### src/rtl/rsg_pkg.sv
package rsg_pkg;

  typedef struct packed {
    logic supply;
    logic manual;
  } rsg_src_t;

  function automatic int unsigned hold_ticks(input int unsigned clk_hz,
                                             input int unsigned ms);
    return (clk_hz / 1000) * ms;
  endfunction

endpackage

### src/rtl/rsg_sync.sv
module rsg_sync #(
  parameter int unsigned STAGES  = 2,
  parameter logic        RST_VAL = 1'b0
) (
  input  logic clk,
  input  logic rst,
  input  logic d,
  output logic q
);
  logic [STAGES-1:0] ff;
  logic [STAGES-1:0] nxt;

  generate
    if (STAGES == 1) begin : g_one
      assign nxt = d;
    end else begin : g_many
      assign nxt = {ff[STAGES-2:0], d};
    end
  endgenerate

  always_ff @(posedge clk) begin
    if (rst) ff <= {STAGES{RST_VAL}};
    else     ff <= nxt;
  end

  assign q = ff[STAGES-1];
endmodule

### src/rtl/rsg_debounce.sv
module rsg_debounce #(
  parameter int unsigned N        = 4,
  parameter logic        INIT_VAL = 1'b1
) (
  input  logic clk,
  input  logic rst,
  input  logic d,
  output logic q
);
  localparam int unsigned CW = $clog2(N + 1);
  localparam logic [CW-1:0] LAST = CW'(N - 1);

  logic [CW-1:0] run;

  always_ff @(posedge clk) begin
    if (rst) begin
      q   <= INIT_VAL;
      run <= '0;
    end else if (d == q) begin
      run <= '0;
    end else if (run == LAST) begin
      q   <= d;
      run <= '0;
    end else begin
      run <= run + 1'b1;
    end
  end


  accept_after_n_chk: assert property (@(posedge clk) disable iff (rst)
    !$stable(q) |-> ($past(run) == LAST));
endmodule

### src/rtl/rsg_stretch.sv
module rsg_stretch #(
  parameter int unsigned HOLD = 100
) (
  input  logic clk,
  input  logic rst,
  input  logic src,
  output logic busy
);
  localparam int unsigned CW = $clog2(HOLD + 1);
  localparam logic [CW-1:0] LOAD = CW'(HOLD);

  logic [CW-1:0] cnt;

  always_ff @(posedge clk) begin
    if (rst || src)      cnt <= LOAD;
    else if (cnt != '0)  cnt <= cnt - 1'b1;
  end

  assign busy = (cnt != '0);


  reload_full_chk: assert property (@(posedge clk) disable iff (rst)
    src |=> (cnt == LOAD));


  count_down_chk: assert property (@(posedge clk) disable iff (rst)
    (!src && busy) |=> (cnt == $past(cnt) - 1'b1));
endmodule

### src/rtl/supv_reset_gen.sv
module supv_reset_gen #(
  parameter int unsigned CLK_HZ      = 100_000_000,
  parameter int unsigned HOLD_MS     = 200,
  parameter int unsigned SYNC_STAGES = 2,
  parameter int unsigned DEB_SAMPLES = 4
) (
  input  logic clk,
  input  logic rst,
  input  logic supply_low_i,
  input  logic man_rst_n_i,
  output logic rst_n_o,
  output logic rst_o
);
  import rsg_pkg::*;

  localparam int unsigned HOLD_TICKS = hold_ticks(CLK_HZ, HOLD_MS);

  logic     sup_s;
  logic     man_s;
  logic     man_db;
  rsg_src_t srcs;
  logic     src_any;
  logic     busy;
  logic     want;

  rsg_sync #(.STAGES(SYNC_STAGES), .RST_VAL(1'b0)) i_sup_sync (
    .clk(clk), .rst(rst), .d(supply_low_i), .q(sup_s));

  rsg_sync #(.STAGES(SYNC_STAGES), .RST_VAL(1'b1)) i_man_sync (
    .clk(clk), .rst(rst), .d(man_rst_n_i), .q(man_s));

  rsg_debounce #(.N(DEB_SAMPLES), .INIT_VAL(1'b1)) i_man_deb (
    .clk(clk), .rst(rst), .d(man_s), .q(man_db));

  assign srcs.supply = sup_s;
  assign srcs.manual = ~man_db;
  assign src_any     = |srcs;

  rsg_stretch #(.HOLD(HOLD_TICKS)) i_stretch (
    .clk(clk), .rst(rst), .src(src_any), .busy(busy));

  assign want = src_any | busy;

  always_ff @(posedge clk) begin
    if (rst) begin
      rst_o   <= 1'b1;
      rst_n_o <= 1'b0;
    end else begin
      rst_o   <= want;
      rst_n_o <= ~want;
    end
  end


  supply_hold_chk: assert property (@(posedge clk) disable iff (rst)
    sup_s |=> rst_o);


  manual_hold_chk: assert property (@(posedge clk) disable iff (rst)
    !man_db |=> rst_o);


  idle_release_chk: assert property (@(posedge clk) disable iff (rst)
    (!src_any && !busy) |=> !rst_o);


  polarity_chk: assert property (@(posedge clk) disable iff (rst)
    rst_o == !rst_n_o);
endmodule

### config.mk
export PLATFORM = sky130hd
export DESIGN_NAME = supv_reset_gen
export DESIGN_NICKNAME = d
export VERILOG_FILES = /design/src/rtl/rsg_pkg.sv /design/src/rtl/rsg_sync.sv /design/src/rtl/rsg_debounce.sv /design/src/rtl/rsg_stretch.sv /design/src/rtl/supv_reset_gen.sv
export SDC_FILE = /design/constraint.sdc
export NUM_CORES = 1
export LEC_CHECK = 0
export BUFFER_PORTS_ARGS = -buffer_cell sky130_fd_sc_hd__buf_2
export CAP_MARGIN = 5
export CORE_MARGIN = 2
export CORE_UTILIZATION = 45
export DETAILED_ROUTE_END_ITERATION = 8
export MAX_ROUTING_LAYER = met4
export PLACE_DENSITY = 0.63
export SLEW_MARGIN = 25
export SYNTH_ARGS = -nofsm -noshare
export SYNTH_HDL_FRONTEND = slang
export SYNTH_SLANG_ARGS = --single-unit
### constraint.sdc
create_clock -name clk -period 2.6 [get_ports clk]
set_clock_uncertainty 0.2 [all_clocks]
set_input_delay 0.52 -clock clk [delete_from_list [all_inputs] [get_ports clk]]
set_output_delay 0.52 -clock clk [all_outputs]
set_load 0.01 [all_outputs]
==> results list, run 1 <==
- WS Path Type: flip-flop to flip-flop
* Cells on Worst Hold Path: 2
* Max cap viols: 0
* I/O pin count: 6
* Fraction of layout instances using a drive strength above 1: between 10 and 15%
* Required time of the critical path: 2.69 ns
- Average detailed-routed wire length per instance: 13.2 µm
- 0 antenna diodes ended up in the layout.
- Cells after synthesis: 175
- Across the whole layout, storage elements account for 701 µm².
- Hold bufs inserted after CTS: 0
- Number of sinks handled by clock tree synthesis: 35
- Final #Nets: 193
- Setup violations remaining at the end of the flow were counted as 0.
- Synthesis produced a netlist with a net count of 182.
- The number of global-route vias before repair is ~1200.
- Entering global routing, the biggest net connects 13 pins.
* Post-CTS clock slew at the launch and capture registers of the worst setup and hold paths: 0.11 ns
- The initial utilization of the core area, before any placement, comes to 46.6%.
* Setup TNS after final layout: 0 ns
- Clock Tree Buf Depth: 2
- The HPWL after detailed placement is 2.19 mm.
* Die Y-Extent: around 63 µm
- Total Die Area: 3940 µm²
- In this run the power density over the cells is 700 nW/µm².
* Type of origin of the critical path: flip-flop
- After global routing, the most crowded layer is met2.
- The H-tree was split into 2 levels.
- Netlist cell types: 40
- The count of endpoints failing hold in the final timing report came to 0.
* Cell type of the slowest stage on the worst timing path: sky130_fd_sc_hd__or4_1
- Ordered cell list for the critical path: inv_1, ha_1, nor4b_1, and4_1, a211o_1, or4_1, a21oi_1
- Fraction of met3 tracks used by global routing: between 7 and 8%
* Area of the placeable core: 3340 µm²
- In this design, the stage delay of the slowest critical-path cell is around 0.45 ns.
- Maximum resistive drop on vdd: 0.411 mV
- At the worst endpoint, the arrival time is around 2.5 ns.
- Clock tree synthesis selected as its root buffer the cell sky130_fd_sc_hd__clkbuf_4.
- In this run the cell area of the synthesized design comes to approximately 1600 µm².
* Share of the clock period used by the worst path after layout: between 90 and 100%
* Outcome: finished, final reports clean
- Proportion of synthesized chip area in sequential cells: 45.1%
- After floorplanning, the core was divided into 21 placement rows.
- Tightest Hold Check Type: input pin to flip-flop
* Kind of end point of the critical path: flip-flop
* Count of port buffers added during placement: 5
* Clk_lat worst skew: 0.35 ns
* Overall via count from detail_route: 1300
* Total power draw: 0.00121 W
- Tot GR Track Use: between 10% and 20%
- Ratio of routed vias to standard cells: 5.58
- Met1 usage: 20.8%
* Gpl congestion: 0.897
- Tightest Pin Transition: 0.428 ns
* Starting DRC count in detailed routing: 85
- Setup repair after global routing left no endpoint under its margin.
* Length in cells of the worst reg-to-reg path: 7
* Combined area of the multi-input logic cells: 815 µm²
* Relative slew margins: 71.1%
- The first global-routing pass estimated 5.18 mm of wire.
- Area overhead of the layout relative to synthesis: 11.2%
* Congestion Overflow GR: 0
* Cts bufs inserted: 5
* Fmax achieved: 421 MHz
* CTS tree: done
* Number of nets with antenna violations after routing: 0
* Yosys warning count: 0
* Synthesized area divided by synthesized cell count: 8.88 µm²
- Time the final worst path needs with I/O delays and setup: ~2.4 ns
- The analysis attributes to cell leakage a power of 0.595 nW.
- Pre-Repair DR Iteration Count: 4
* Initial antenna violation count: 0
* Fill count: 318
- Met2 Usage GRT: around a quarter
* Total Routed Length: around 3 mm
* Quantity of gates resized following cts: 0
* Area post-placement: roughly 1600 µm²
- Of all nets on the critical path, the largest fanout is 11.
- The number of setup buffers added after CTS is 0.
* Cell area after layout: 1730 µm²
* FF+latch count, synth: 35
* DRC errors left: 0
- Worst R2R Setup Slack: 0.23 ns
* Chip Width: 62.8 µm
* Count of pins over their slew limit: 0
## worst max-delay path: cells and delay by family, from the launching register on
family	cells	cell delay, ns
and+or+nand+nor	3	0.85
AOI/OAI and AO/OA	2	0.59
adders and majority gates	1	0.24
DFF	1	0.37
buffers and inverters	1	0.08
## cell usage after synthesis (all sizes together)
master  count  area (µm²)
dfxtp      35         701
nor2       21        78.8
nand2      14        55.1
o21ai      13        65.1
or3        10        65.1
a21oi       8        40.0
or4         8        63.8
nor3        7        45.0
xor2        7        61.3
nor4        6        58.8
inv         5        18.8
clkbuf      4        15.0
nand3       4        20.0
xnor2       4        35.0
ha          3        37.5
nor2b       3        18.8
o41ai       3        26.3
a211o       2        17.5
nand4       2        12.5
o211ai      2        15.0
or2         2        12.5
a211oi      1        7.51
and2        1        7.51
and3        1        6.26
and4        1        8.76
buf         1        5.00
nand2b      1        6.26
nand3b      1        7.51
nor4b       1        8.76
o21bai      1        7.51
o311ai      1        8.76
o31ai       1        7.51
or4b        1        10.0
## where the power goes
part	internal [W]	leakage, nW	switching [W]	total, W
clock network	0.000202	0.0452	0.000195	0.000397
logic	0.0000755	0.265	0.000116	0.000191
registers	0.000574	0.285	0.0000468	0.000620
total	0.000851	0.595	0.000358	0.00121
## stage by stage
stage / cells / worst slack, ns / utilization, % / hold slack [ns]
after floorplan: 175 / 0.366 / - / 0.189
after global placement: 225 / 0.307 / 49.3 / 0.199
after detailed placement: 225 / 0.275 / 49.3 / 0.205
after CTS: 233 / 0.250 / 51.8 / 0.119
after global routing: 233 / 0.104 / 51.8 / 0.115
final: 233 / 0.227 / 51.8 / 0.141
## sequential cells by signal, indices dropped and copies added, names as in the netlist
signal         cells
i_stretch.cnt     25
i_man_deb.run      3
i_man_sync.ff      2
i_sup_sync.ff      2
i_man_deb.q        1
rst_n_o            1
rst_o              1
## worst paths after layout
kind	startpoint	to
worst max register to register	i_stretch.cnt[0]	i_stretch.cnt[17]
worst max-delay path	i_stretch.cnt[0]	i_stretch.cnt[17]
worst min register to register	i_man_sync.ff[0]	i_man_sync.ff[1]
worst min-delay path	man_rst_n_i	i_man_sync.ff[0]
## placed cells by master (no fill, tap or decap), types with 3 or more instances in the layout
master,instances
sky130_fd_sc_hd__dfxtp_1,35
sky130_fd_sc_hd__nor2_1,21
sky130_fd_sc_hd__nand2_1,13
sky130_fd_sc_hd__o21ai_0,12
sky130_fd_sc_hd__or3_1,8
sky130_fd_sc_hd__a21oi_1,8
sky130_fd_sc_hd__or4_1,7
sky130_fd_sc_hd__xor2_1,7
sky130_fd_sc_hd__inv_1,5
sky130_fd_sc_hd__nor3_1,5
sky130_fd_sc_hd__clkbuf_4,5
sky130_fd_sc_hd__buf_2,5
sky130_fd_sc_hd__xnor2_1,4
sky130_fd_sc_hd__nor4_1,4
sky130_fd_sc_hd__nand3_1,4
sky130_fd_sc_hd__buf_4,4
sky130_fd_sc_hd__nor2b_1,3
sky130_fd_sc_hd__o41ai_1,3
sky130_fd_sc_hd__ha_1,3
## cell type report
| cell class | instances | share of cell area (%) |
|---|---|---|
| clock buffers | 5 | 2.17 |
| clock inverters | 3 | 2.53 |
| inverters | 5 | 1.09 |
| multi-input cells | 130 | 47.1 |
| flip-flops and latches | 35 | 40.6 |
| well taps | 46 | 3.33 |
| repair buffers | 9 | 3.19 |
## layer usage
layer	share of wire, %	wire length, µm	vias to the layer above
met5	0	0	-
li1	-	-	655
met1	49	1500	613
met2	45	1390	25
met3	4.2	130	7
met4	1.9	57	0
## logic make-up (layout without fill, tap and decap cells)
| logic type | Yosys count | count (layout) | share of synthesized area [%] |
|---|---|---|---|
| AOI/OAI and AO/OA | 32 | 32 | 12.6 |
| xor gates and xnor gates | 11 | 11 | 6.20 |
| adders and majority gates | 3 | 3 | 2.42 |
| buffers and inverters | 10 | 22 | 2.50 |
| DFF | 35 | 35 | 45.1 |
| and+or+nand+nor | 84 | 84 | 31.2 |
(Power assumes the default switching activity.)
==> run 2, diff against run 1 <==
- CELL_PAD_IN_SITES_DETAIL_PLACEMENT: not set -> 2
- CELL_PAD_IN_SITES_GLOBAL_PLACEMENT: not set -> 2
- CORE_UTILIZATION: 45 -> 37
- GPL_TIMING_DRIVEN: not set -> 0
- PLACE_DENSITY: 0.63 -> 0.78
==> results list, run 2 (synthesized netlist as in run 1, its figures left out) <==
- In this design, the largest share of critical-path delay is due to simple AND/OR/NAND/NOR gates.
- Clk_lat worst skew: roughly 0.29 ns
* Tot GR Track Use: 21.9%
- Total power draw: between 0.001 and 0.0015 W
- Initial cell density of the core: 38.6%
- Worst R2R Start: i_stretch.cnt[14]
- Cell area after layout: 1750 µm²
- Area overhead of the layout relative to synthesis: 12.6%
- In this run the deepest clock path goes through 2 buffers.
* Critical R2R Capture: i_stretch.cnt[21]
- Counting cells, the worst reg-to-reg path comes to 5.
- Cells on Worst Hold Path: 2
- Registers take 701 µm².
* Area of the placeable core: around 4000 µm²
- The die covers 4730 µm².
* Relative slew margins: 64.1%
* Combined area of the multi-input logic cells: 815 µm²
* Fraction of layout instances using a drive strength above 1: 13.8%
- Number of standard-cell rows in the floorplan: 23
- Setup repair after global routing left no endpoint under its margin.
* Ratio of routed vias to standard cells: 5.69
- Count of pins over their slew limit: 0
- Initial antenna violation count: 0
- Count of endpoints failing setup in the final report: 0
- For the worst setup path, the data arrival time is approximately 2.4 ns.
* Die Y-Extent: 68.8 µm
- Worst R2R Setup Slack: about 0.16 ns
* WS Path Type: flip-flop to flip-flop
* Flip-flop count of the largest register, all copies and words added: 25
- Clock Tree Root: sky130_fd_sc_hd__clkbuf_8
* Maximum single-stage delay on the critical path: around 0.6 ns
- Final #Nets: approximately 200
- Maximum number of pins on one net before global-route repair: 11
- Maximum resistive drop on vdd: 0.366 mV
- Across all setup checks in the final design, the least slack found is around 0.16 ns.
- The tool flagged a number of max-cap violations equal to 0.
- Gpl congestion: 0.794
- TritonCTS built the clock tree.
- Cts bufs inserted: 5
* Number of H-tree levels: 2
- In this run the most critical hold path is launched from man_rst_n_i.
- After detailed placement, the total cell area comes to 1640 µm².
- Timing analysis after detailed placement gives a worst setup slack of 0.0731 ns.
- STA classifies the critical path endpoint as a flip-flop.
* Setup TNS after final layout: 0 ns
* Placed wire-length estimate: a little over 3 mm
- During I/O placement, the number of pins put on the boundary was 6.
* Number of buffers and inverters on the critical path: 0
- In the final layout, the registers with the most flip-flops are i_stretch.cnt (25), i_man_deb.run (3).
- Overall via count from detail_route: 1360
- Congestion Overflow GR: 0
* Required time of the critical path: 2.57 ns
- The worst hold path terminates at i_man_sync.ff[0].
- The top cell types in the final layout, fill and taps aside, are sky130_fd_sc_hd__dfxtp_1 (35), sky130_fd_sc_hd__nor2_1 (21), sky130_fd_sc_hd__nand2_1 (13).
* Count of inserted antenna diode cells: 0
- During placement, the flow inserted port buffers numbering 5.
- Starting DRC count in detailed routing: 63
- The filler cells instantiated in the layout total 458.
* Chip Width: 68.8 µm
* Number of global-route vias before repair: ~1400
* Tightest Hold Check Type: input pin to flip-flop
- Number of failing hold endpoints at the final stage: 0
* Average detailed-routed wire length per instance: between 15 and 20 µm
* Tightest Pin Transition: 0.539 ns
* DRC errors left: 0
- The routed design has about 4.4 mm of wire.
- In this run the worst path has a maximum fanout of 8.
- For this design, the slowest cell found on the critical path is sky130_fd_sc_hd__or4_1.
- Pwr dens: 734 nW/µm²
* Pre-Repair DR Iteration Count: 4
* Static power due to leakage: 0.600 nW
* Outcome: finished, final reports clean
* Number of nets with antenna violations after routing: 0
* Most frequent standard cell in the layout excluding fill and tap cells: sky130_fd_sc_hd__dfxtp_1
- The worst path uses 93.9% of the clock period.
* Register with the highest flop count: i_stretch.cnt
- Based on the critical path, the design can be clocked at up to 409 MHz.
- After clock tree synthesis, the clock-pin slew on the worst setup and hold paths is 0.07 ns.
* Wire length of the first global-routing pass: 7.11 mm
- Walking the worst path, the cells encountered are or4_1, or3_1, or4_4, o21ai_1, nand3b_1.
* Time the final worst path needs with I/O delays and setup: roughly 2.4 ns
- Clock tree synthesis found a total of 35 sinks.
* Type of origin of the critical path: flip-flop
[run 2: repair_timing]
item	CTS	global route
hold buffers	0	0
resized for setup	0	2
endpoints found under the hold margin	0	0
setup buffers	0	1
endpoints found under the setup margin	0	15
[run 2: final cells by class]
| class | instances | share of cell area (%) |
|---|---|---|
| multi-input cells | 130 | 46.5 |
| flip-flops and latches | 35 | 40.0 |
| repair buffers | 6 | 1.86 |
| well taps | 50 | 3.57 |
| inverters | 5 | 1.07 |
| plain buffers | 5 | 1.22 |
| clock buffers | 8 | 5.72 |
[run 2: worst max-delay path by stage]
stage | from | endpoint | slack (ns) | cells past startpoint
CTS | i_stretch.cnt[0] | i_stretch.cnt[10] | 0.03 | 8
detailed placement | i_stretch.cnt[0] | i_stretch.cnt[10] | 0.07 | 8
global placement | i_stretch.cnt[0] | i_stretch.cnt[3] | 0.18 | 8
finish | i_stretch.cnt[14] | i_stretch.cnt[21] | 0.16 | 5
global route | i_stretch.cnt[14] | i_stretch.cnt[23] | 0.02 | 5
floorplan | i_stretch.cnt[14] | i_stretch.cnt[21] | 0.37 | 5
[run 2: power breakdown]
group          internal (W)  total [W]  switching, W  leakage, nW
registers          0.000574   0.000626     0.0000525        0.285
logic             0.0000789   0.000215      0.000136        0.264
clock network      0.000242   0.000443      0.000202       0.0515
[run 2: metrics by stage]
step | cells | hold WS (ns) | util [%]
final | 239 | 0.208 | 43.4
after detailed placement | 230 | 0.204 | 40.7
after global placement | 230 | 0.195 | 40.7
after floorplan | 175 | 0.189 | -
after global routing | 239 | 0.209 | 43.4
after CTS | 238 | 0.208 | 43.2
[run 2: layer usage]
layer	vias up	global-route usage [%]	share of wire, %
li1	653	-	-
met1	688	24.9	43
met2	13	37.1	53
met3	6	6.82	2.6
met4	0	6.13	1.3
met5	-	-	0
==> run 3, diff against run 2 <==
- BUFFER_PORTS_ARGS: -buffer_cell sky130_fd_sc_hd__buf_2 -> not set
- CORE_UTILIZATION: 37 -> 38
- DONT_BUFFER_PORTS: not set -> 1
==> results list, run 3 (synthesized netlist as in run 1, its figures left out) <==
- Max cap viols: 0
- Tightest Hold Check Type: input pin to flip-flop
- Across the VDD grid, the largest voltage drop is 0.373 mV.
* Number of global-route vias before repair: ~1500
- For this design the static power due to leakage is about 0.58 nW.
- In this run the tightest slew margin relative to its limit is roughly 67%.
* Layout Cells excl Fill: 235
- The worst setup path is launched from a flip-flop.
* Clock Tree Buf Depth: 2
- Summed over all nets, the half-perimeter wirelength after detailed placement is ~3 mm.
- Area post-placement: between 1500 and 2000 µm²
- Counting flops per register, the top entry is i_stretch.cnt.
- Input and output buffers added on the ports amount to 0.
- Fmax achieved: a little over 400 MHz
* Placed Instances: 225
* Worst-case setup margin in the final layout: 0.182 ns
* Crit path arrival time: 2.39 ns
* Count of endpoints failing setup in the final report: 0
* Maximum single-stage delay on the critical path: 0.57 ns
- The floorplan step defined a die boundary enclosing 4620 µm².
- The critical path contains buffers and inverters numbering 0 combined.
- Fill count: between 400 and 500
- Before CTS, the worst setup slack after placement is about 0.017 ns.
- Number of failing hold endpoints at the final stage: 0
- Flip-flop count of the largest register, all copies and words added: 25
* Number of sinks handled by clock tree synthesis: 35
- After clock tree synthesis, the clock-pin slew on the worst setup and hold paths is 0.08 ns.
* Initial antenna violation count: 0
- Total power for the finished layout comes to 0.00123 W.
* Maximum number of pins on one net before global-route repair: 13
- In the final routed layout, each cell accounts on average for 17.4 µm.
* Fraction of layout instances using a drive strength above 1: between 10% and 20%
* Highest-count cells in the layout ignoring fill and taps: sky130_fd_sc_hd__dfxtp_1 (35), sky130_fd_sc_hd__nor2_1 (21), sky130_fd_sc_hd__nand2_1 (13)
- Counting buffers and inverters, the worst setup path is 5 cells deep.
- Summing all non-filler instances in the final layout gives an area of roughly 1700 µm².
- Setup repair after global routing left no endpoint under its margin.
- Tightest Pin Transition: roughly 0.50 ns
* I/O pin count: 6
- Pwr dens: 713 nW/µm²
* Count of pins over their slew limit: 0
- The routed design could run at a clock period as short as 2.42 ns.
- Area of the placeable core: 3970 µm²
- Global routing used about a fifth of the available tracks across all layers.
- Grouping stages by cell kind, the critical path spends the most delay in simple AND/OR/NAND/NOR gates.
- CTS tree: done
- Once detail routing completed, the nets flagged for antenna violations numbered 0.
- The worst setup path is captured at a flip-flop.
- Length in cells of the worst reg-to-reg path: 5
- Leaving out fill and tap cells, the most frequent cell in the layout is sky130_fd_sc_hd__dfxtp_1.
* Number of H-tree levels: 2
* Critical Path Fanout Max: 8
- The floorplan has 23 rows.
- Traced cell by cell, the critical path runs through or4_1, or3_1, or4_4, o21ai_1, nand3b_1.
- The first detailed-routing pass ran for 4 iterations.
- For this run, the post-layout net count is 191.
- Counting the buffers created by CTS gives 5.
* Count of inserted antenna diode cells: 0
* Die Y-Extent: 68.0 µm
- At the later pin of the worst-skew pair, clock insertion delay measures 0.29 ns.
- In the final layout, the registers with the most flip-flops are i_stretch.cnt (25), i_man_deb.run (3).
- Cells on Worst Hold Path: 1
- The congestion estimate from routability-driven global placement came to 0.780.
* Setup TNS after final layout: 0 ns
* Outcome: finished, final reports clean
- The die is 68.0 µm wide.
* Wire length of the first global-routing pass: between 6 and 7 mm
* Required time of the critical path: 2.58 ns
- Area overhead of the layout relative to synthesis: 11.2%
- Summed over all layers, the global routing overflow is 0.
- The final route contains 1338 vias.
- The worst path uses 93.0% of the clock period.
- The detailed router finished its first iteration with 40 violations.
- Initial cell density of the core: 39.1%
- The worst setup path is of the flip-flop to flip-flop kind.
- The tree is rooted in a sky130_fd_sc_hd__clkbuf_8.
- Ratio of routed vias to standard cells: 5.69
- After detailed routing, the number of remaining DRC violations is 0.
* Total Routed Length: 4.08 mm
- Cell type of the slowest stage on the worst timing path: sky130_fd_sc_hd__or4_1
==> run 3: area by class of cell <==
| type | instances | area, µm² | area share, % |
|---|---|---|---|
| inverter | 5 | 18.8 | 1.09 |
| multi-input combinational | 130 | 821 | 47.5 |
| clock buffer | 5 | 68.8 | 3.98 |
| sequential | 35 | 701 | 40.6 |
| tap | 50 | 62.6 | 3.62 |
| timing repair buffer | 2 | 15.0 | 0.869 |
| buffer | 5 | 21.3 | 1.23 |
| clock inverter | 3 | 20.0 | 1.16 |
==> run 3: metal layers <==
| metal | GRT usage, % | vias to the layer above | wire, µm |
|---|---|---|---|
| li1 | - | 644 | - |
| met1 | 23.1 | 673 | 1740 |
| met2 | 36.8 | 14 | 2180 |
| met3 | 4.61 | 7 | 93 |
| met4 | 8.25 | 0 | 65 |
| met5 | - | - | 0 |
==> run 3: stage by stage <==
stage	util (%)	hold WS, ns
6_report	43.5	0.0832
5_1_grt	43.5	0.0755
4_1_cts	43.3	0.0752
3_5_place_dp	40.7	0.202
3_3_place_gp	40.7	0.204
2_1_floorplan	-	0.189
==> run 3: path summary, 6_finish.rpt <==
kind	slack [ns]	to	startpoint
setup / recovery	0.18	i_stretch.cnt[21]	i_stretch.cnt[14]
hold / removal	0.08	i_sup_sync.ff[0]	rst
setup reg to reg	0.18	i_stretch.cnt[21]	i_stretch.cnt[14]
hold reg to reg	0.22	i_man_sync.ff[1]	i_man_sync.ff[0]
==> run 3: timing repair <==
item	CTS	global route
resized for setup	0	4
setup buffers	2	0
setup endpoints to repair	1	7
hold endpoints to repair	0	0
hold buffers	0	0
pin swaps	1	0
==> run 3: power by group <==
part	internal, W	switching, W
logic	0.0000792	0.000127
registers	0.000573	0.0000532
clock network	0.000186	0.000214
